<file path="src/rtl/bclk_ws_pkg.sv">
package bclk_ws_pkg;

  localparam int CNT_W = 6;

  // Strobes and phase level passed from the sequencer to the datapath
  typedef struct packed {
    logic start;    // generation begins at this edge
    logic rise;     // bit clock phase goes high at this edge
    logic fall;     // bit clock phase goes low at this edge
    logic phaseHi;  // current bit clock phase
  } seqStb_t;

  function automatic logic [CNT_W-1:0] halfBits(input logic [1:0] code);
    case (code)
      2'd0:    halfBits = CNT_W'(16);
      2'd1:    halfBits = CNT_W'(24);
      default: halfBits = CNT_W'(32);
    endcase
  endfunction

  function automatic logic [CNT_W-1:0] gateBits(input logic [2:0] code);
    case (code)
      3'd1:    gateBits = CNT_W'(12);
      3'd2:    gateBits = CNT_W'(16);
      3'd3:    gateBits = CNT_W'(20);
      3'd4:    gateBits = CNT_W'(24);
      default: gateBits = '0;
    endcase
  endfunction

endpackage

</file>
<file path="src/rtl/bclk_ws_seq.sv">
module bclk_ws_seq
  import bclk_ws_pkg::*;
#(
  parameter int DIV_HALF = 4
) (
  input  logic    clk,
  input  logic    rstN,
  input  logic    clkEn,
  input  logic    frameLast,
  output seqStb_t stb
);

  localparam int DIV_W = (DIV_HALF > 1) ? $clog2(DIV_HALF) : 1;

  typedef enum logic {S_IDLE, S_RUN} seqState_t;

  seqState_t state;
  logic      phaseHi;
  logic      running;
  logic      tick;

  assign running = (state == S_RUN);

  generate
    if (DIV_HALF == 1) begin : g_nodiv
      assign tick = running;
    end else begin : g_div
      logic [DIV_W-1:0] divCnt;
      always_ff @(posedge clk or negedge rstN) begin
        if (!rstN)                divCnt <= '0;
        else if (!running || tick) divCnt <= '0;
        else                       divCnt <= divCnt + 1'b1;
      end
      assign tick = running && (divCnt == DIV_W'(DIV_HALF - 1));
    end
  endgenerate

  always_ff @(posedge clk or negedge rstN) begin
    if (!rstN) begin
      state   <= S_IDLE;
      phaseHi <= 1'b0;
    end else begin
      case (state)
        S_IDLE: begin
          phaseHi <= 1'b0;
          if (clkEn) state <= S_RUN;
        end
        default: begin
          if (tick) begin
            phaseHi <= ~phaseHi;
            if (phaseHi && frameLast && !clkEn) state <= S_IDLE;
          end
        end
      endcase
    end
  end

  always_comb begin
    stb.start   = !running && clkEn;
    stb.rise    = tick && !phaseHi;
    stb.fall    = tick && phaseHi;
    stb.phaseHi = phaseHi;
  end

endmodule

</file>
<file path="src/rtl/bclk_ws_dp.sv">
module bclk_ws_dp
  import bclk_ws_pkg::*;
(
  input  logic       clk,
  input  logic       rstN,
  input  logic [1:0] wordSize,
  input  logic [2:0] gateSel,
  input  seqStb_t    stb,
  output logic       frameLast,
  output logic       bclk,
  output logic       ws,
  output logic       bclkRise,
  output logic       bclkFall,
  output logic       chanStb
);

  logic [CNT_W-1:0] bitCnt;
  logic [CNT_W-1:0] halfLen;
  logic [CNT_W-1:0] gateLen;
  logic             wsQ;
  logic             lastBit;
  logic             gated;

  assign lastBit   = (bitCnt == halfLen - CNT_W'(1));
  assign frameLast = lastBit && wsQ;
  assign gated     = (gateLen != '0) && (bitCnt >= gateLen);

  always_ff @(posedge clk or negedge rstN) begin
    if (!rstN) begin
      bitCnt  <= '0;
      wsQ     <= 1'b0;
      halfLen <= halfBits(2'd0);
      gateLen <= '0;
    end else if (stb.start) begin
      bitCnt  <= '0;
      wsQ     <= 1'b0;
      halfLen <= halfBits(wordSize);
      gateLen <= gateBits(gateSel);
    end else if (stb.fall) begin
      if (lastBit) begin
        bitCnt <= '0;
        wsQ    <= ~wsQ;
        if (wsQ) begin
          halfLen <= halfBits(wordSize);
          gateLen <= gateBits(gateSel);
        end
      end else begin
        bitCnt <= bitCnt + 1'b1;
      end
    end
  end

  assign bclk     = stb.phaseHi && !gated;
  assign ws       = wsQ;
  assign bclkRise = stb.rise && !gated;
  assign bclkFall = stb.fall && !gated;
  assign chanStb  = stb.fall && lastBit;

endmodule

</file>
<file path="src/rtl/bclk_ws_gen.sv">
module bclk_ws_gen
  import bclk_ws_pkg::*;
#(
  parameter int DIV_HALF = 4
) (
  input  logic       clk,
  input  logic       rstN,
  input  logic       clkEn,
  input  logic [1:0] wordSize,
  input  logic [2:0] gateSel,
  output logic       bclk,
  output logic       ws,
  output logic       bclkRise,
  output logic       bclkFall,
  output logic       chanStb
);

  seqStb_t stb;
  logic    frameLast;

  bclk_ws_seq #(.DIV_HALF(DIV_HALF)) u_seq (
    .clk       (clk),
    .rstN      (rstN),
    .clkEn     (clkEn),
    .frameLast (frameLast),
    .stb       (stb)
  );

  bclk_ws_dp u_dp (
    .clk       (clk),
    .rstN      (rstN),
    .wordSize  (wordSize),
    .gateSel   (gateSel),
    .stb       (stb),
    .frameLast (frameLast),
    .bclk      (bclk),
    .ws        (ws),
    .bclkRise  (bclkRise),
    .bclkFall  (bclkFall),
    .chanStb   (chanStb)
  );

endmodule

</file>
<file path="config.mk">
export PLATFORM = sky130hd
export DESIGN_NAME = bclk_ws_gen
export DESIGN_NICKNAME = d
export VERILOG_FILES = /design/src/rtl/bclk_ws_pkg.sv /design/src/rtl/bclk_ws_seq.sv /design/src/rtl/bclk_ws_dp.sv /design/src/rtl/bclk_ws_gen.sv
export SDC_FILE = /design/constraint.sdc
export NUM_CORES = 1
export LEC_CHECK = 0
export ABC_AREA = 1
export BUFFER_PORTS_ARGS = -buffer_cell sky130_fd_sc_hd__buf_2
export CORE_AREA = 4 4 58 60
export DETAILED_ROUTE_END_ITERATION = 12
export DIE_AREA = 0 0 62 64
export MAX_ROUTING_LAYER = met4
export PLACE_DENSITY = 0.69
export SYNTH_ARGS = -nofsm -noshare
export SYNTH_HDL_FRONTEND = slang
export SYNTH_SLANG_ARGS = --single-unit
export TNS_END_PERCENT = 30
</file>
<file path="constraint.sdc">
create_clock -name clk -period 2.07 [get_ports clk]
set_input_delay 0.3105 -clock clk [delete_from_list [all_inputs] [get_ports clk]]
set_output_delay 0.3105 -clock clk [all_outputs]
set_load 0.01 [all_outputs]
</file>
==> reports/qor.csv <==
stage,metric,value,unit
status,outcome,finished clean,
power,switching power,0.4566,mW
cells_and_area,ratio of cells with drive above 1 in the final layout,31.06,%
placement,PortBufs,12,
die,DIE HEIGHT,64,um
synth,number of synthesized register bits,17,
power,combinational power share,42.8,%
worst_setup_path,CP arrival,1670,ps
timing,final setup vio count,0,
drt,drt total wl,2.241,mm
synth,Synth area leader,dfrtp_1,
synth,ranking of synthesized cells by area,"dfrtp_1 36%, inv_1 8.7%, nand3_1 8.5%, nand2_1 8.4%, ha_1 7.8%",
timing,Final Skew,3.342,ps
placement,GPL Wtd Cong,0.8407,
synth,Post-Syn Instances,140,
worst_setup_path,CP required,1760,ps
clock_tree,Clock Latency Late Sink,300,ps
power,Switching Share,39.71,%
synth,Synth Net Count,155,
timing,final hold viol count,0,
die,DIE WIDTH,62,um
cells_and_area,Synth-to-Final Area Change,19.17,%
timing,RSZ-0062 raised after global routing,yes,
cells_and_area,count of non-filler cells in the finished layout,194,
die,num rows,20,
synth,Avg Inst Size Synth,8.017,um^2
power,PD cells,859.7,nW/um^2
cells_and_area,Final #Nets,177,
clock_tree,CTS tree,built,
drt,DR vias,937,
timing,fin crit period,1981,ps
clock_tree,Num CTS Buffers,3,
clock_tree,root buffer cell,clkbuf_4,
cells_and_area,n_diodes,0,
power,cell-internal power,0.6932,mW
synth,post-synthesis sequential area ratio,38.02,%
clock_tree,H-tree depth,1,
grt,initial antenna violation count,0,
cells_and_area,final core utilization,45.68,%
placement,placed cell count,184,
timing,Relative slew margins,72.91,%
drt,WL/cell,11.55,um
timing,max-slew violations,0,
worst_setup_path,kind of critical path,reg -> out,
worst_setup_path,critical path capture point type,output port,
clock_tree,Worst-path clk slew,100,ps
drt,DR vias/cell,4.830,
timing,period utilization,95.71,%
worst_setup_path,Crit Path Max Fanout,3,
power,Flop pwr share,41.3,%
grt,first-pass GRT wire length,3.684,mm
min_path,min-delay worst type,in -> reg,
die,die area,3968,um^2
synth,top-area cell type share of the netlist area,35.67,%
grt,total gr overflow,0,
drt,drt first-iter violations,24,
grt,vias in the first global route,925,
drt,Residual DRC,0,
synth,synthesis warning total,0,
placement,hpwl dp,1.692,mm
timing,worst hold slack,230.9,ps
power,VDD IR max,0.7513,mV
synth,Netlist cell types,25,
worst_setup_path,CP Launch Type,flop,
cells_and_area,Layout fillers,286,
timing,maximum clock frequency,0.5047,GHz
cells_and_area,"commonest cells after routing, fill and taps aside","24 x inv_1, 24 x nand2_1, 19 x nand3_1",
synth,mapped cell area,1122,um^2
clock_tree,CTS max path bufs,2,
die,Core ar.,2928,um^2
job,max cap viols,0,
die,starting density of the core,38.33,%
power,clock network power share,15.9,%
grt,All-Layer GR Usage,12.44,%
drt,first-pass iteration count of the detailed router,4,
timing,Worst-Margin Slew,406.4,ps
die,Ports,13,
power,P_leak,0.7210,nW
drt,"antenna viol nets, final",0,
grt,largest net degree at the start of global routing,18,
clock_tree,CTS Sinks,17,
==> layout make-up <==
class                   count  area (um^2)  share of cell area, %
repair buffers             18        107.6                  8.045
multi-input cells          95        631.9                  47.24
flip-flops and latches     17        427.9                  31.99
well taps                  33        41.29                  3.087
inverters                  27        101.3                  7.577
clock inverters             1        5.005                 0.3742
clock buffers               3        22.52                  1.684
==> kinds of logic (layout without fill, tap and decap cells) <==
group / after synthesis / after routing / synth area share, %
simple gates: 75 / 75 / 36.57
flops: 17 / 17 / 38.02
xor+xnor: 3 / 3 / 2.342
compound gates: 10 / 10 / 5.574
buf+inv: 28 / 49 / 9.699
fa+ha+maj: 7 / 7 / 7.803
==> Yosys cell counts <==
| cell | n |
|---|---|
| xnor2_1 | 1 |
| nor2_1 | 13 |
| xor2_1 | 2 |
| or2_2 | 2 |
| ha_1 | 7 |
| nand2_2 | 2 |
| nand3b_1 | 1 |
| dfstp_2 | 1 |
| nor2_4 | 1 |
| o21ai_2 | 2 |
| o21ai_1 | 2 |
| a21oi_1 | 1 |
| buf_4 | 1 |
| nand2_1 | 25 |
| nor2_2 | 3 |
| inv_2 | 1 |
| nand3_2 | 3 |
| a21o_1 | 1 |
| nand2_4 | 4 |
| o21bai_1 | 1 |
| dfrtp_1 | 16 |
| nand3_1 | 19 |
| nand3_4 | 2 |
| inv_1 | 26 |
| o21ai_0 | 3 |
==> per-stage QoR <==
step / power, mW / setup TNS, ps / instance area [um^2] / worst slack, ps
2_1_floorplan: 0.7960 / 0 / 1122 / 425.7
3_3_place_gp: 0.8880 / 0 / 1216 / 329.8
3_5_place_dp: 0.9167 / 0 / 1216 / 281.1
4_1_cts: 1.101 / 0 / 1261 / 18.57
5_1_grt: 1.253 / -112.6 / 1338 / -39.13
6_report: 1.150 / 0 / 1338 / 88.74
==> power by group through the flow <==
stage                     registers [mW]  clock network [mW]  logic (mW)
after CTS                          0.477               0.186       0.438
after detailed placement           0.483                   0       0.434
after global placement             0.478                   0       0.410
final                              0.475               0.183       0.492
after global routing               0.488               0.199       0.566
after floorplan                    0.467                   0       0.329
==> repair_timing <==
action / CTS / global route
buffers inserted: 1 / 4
pin swaps: 1 / 6
hold buffers: 1 / 0
gates resized for setup: 0 / 9
hold endpoints to repair: 16 / 0
endpoints found under the setup margin: 1 / 4
==> layer usage <==
layer	part of all wire, %	vias up	GRT usage [%]
li1	-	478	-
met1	43	436	14.41
met2	53	18	21.37
met3	2.5	5	1.818
met4	1.4	0	3.979
met5	0	-	-
==> flip-flops by register name (all words and copies together) (netlist names) <==
signal,cells
u_dp.bitCnt,6
u_dp.gateLen,3
u_dp.halfLen,3
u_seq.g_div.divCnt,2
u_dp.ws,1
u_seq.phaseHi,1
u_seq.running,1
==> worst paths after layout <==
check | start | to | slack [ps] | depth (start not counted)
worst max register to register | u_dp.halfLen[4] | u_dp.gateLen[2] | 440 | 9
worst min register to register | u_seq.g_div.divCnt[0] | u_seq.g_div.divCnt[0] | 440 | 1
min in group asynchronous | rstN | u_seq.phaseHi | 470 | 2
max in group asynchronous | rstN | u_dp.halfLen[4] | 1280 | 2
worst min-delay path | clkEn | u_seq.running | 230 | 2
worst max-delay path | u_dp.halfLen[4] | chanStb | 90 | 7
==> worst max-delay path, stage by stage (launching register included) <==
cell	delay [ps]
dfstp_2	540
inv_1	60
ha_4	220
xnor2_2	150
nor2_4	150
nand3_4	90
inv_1	60
buf_2	120
Note: power is estimated with default switching activity, not from simulation.
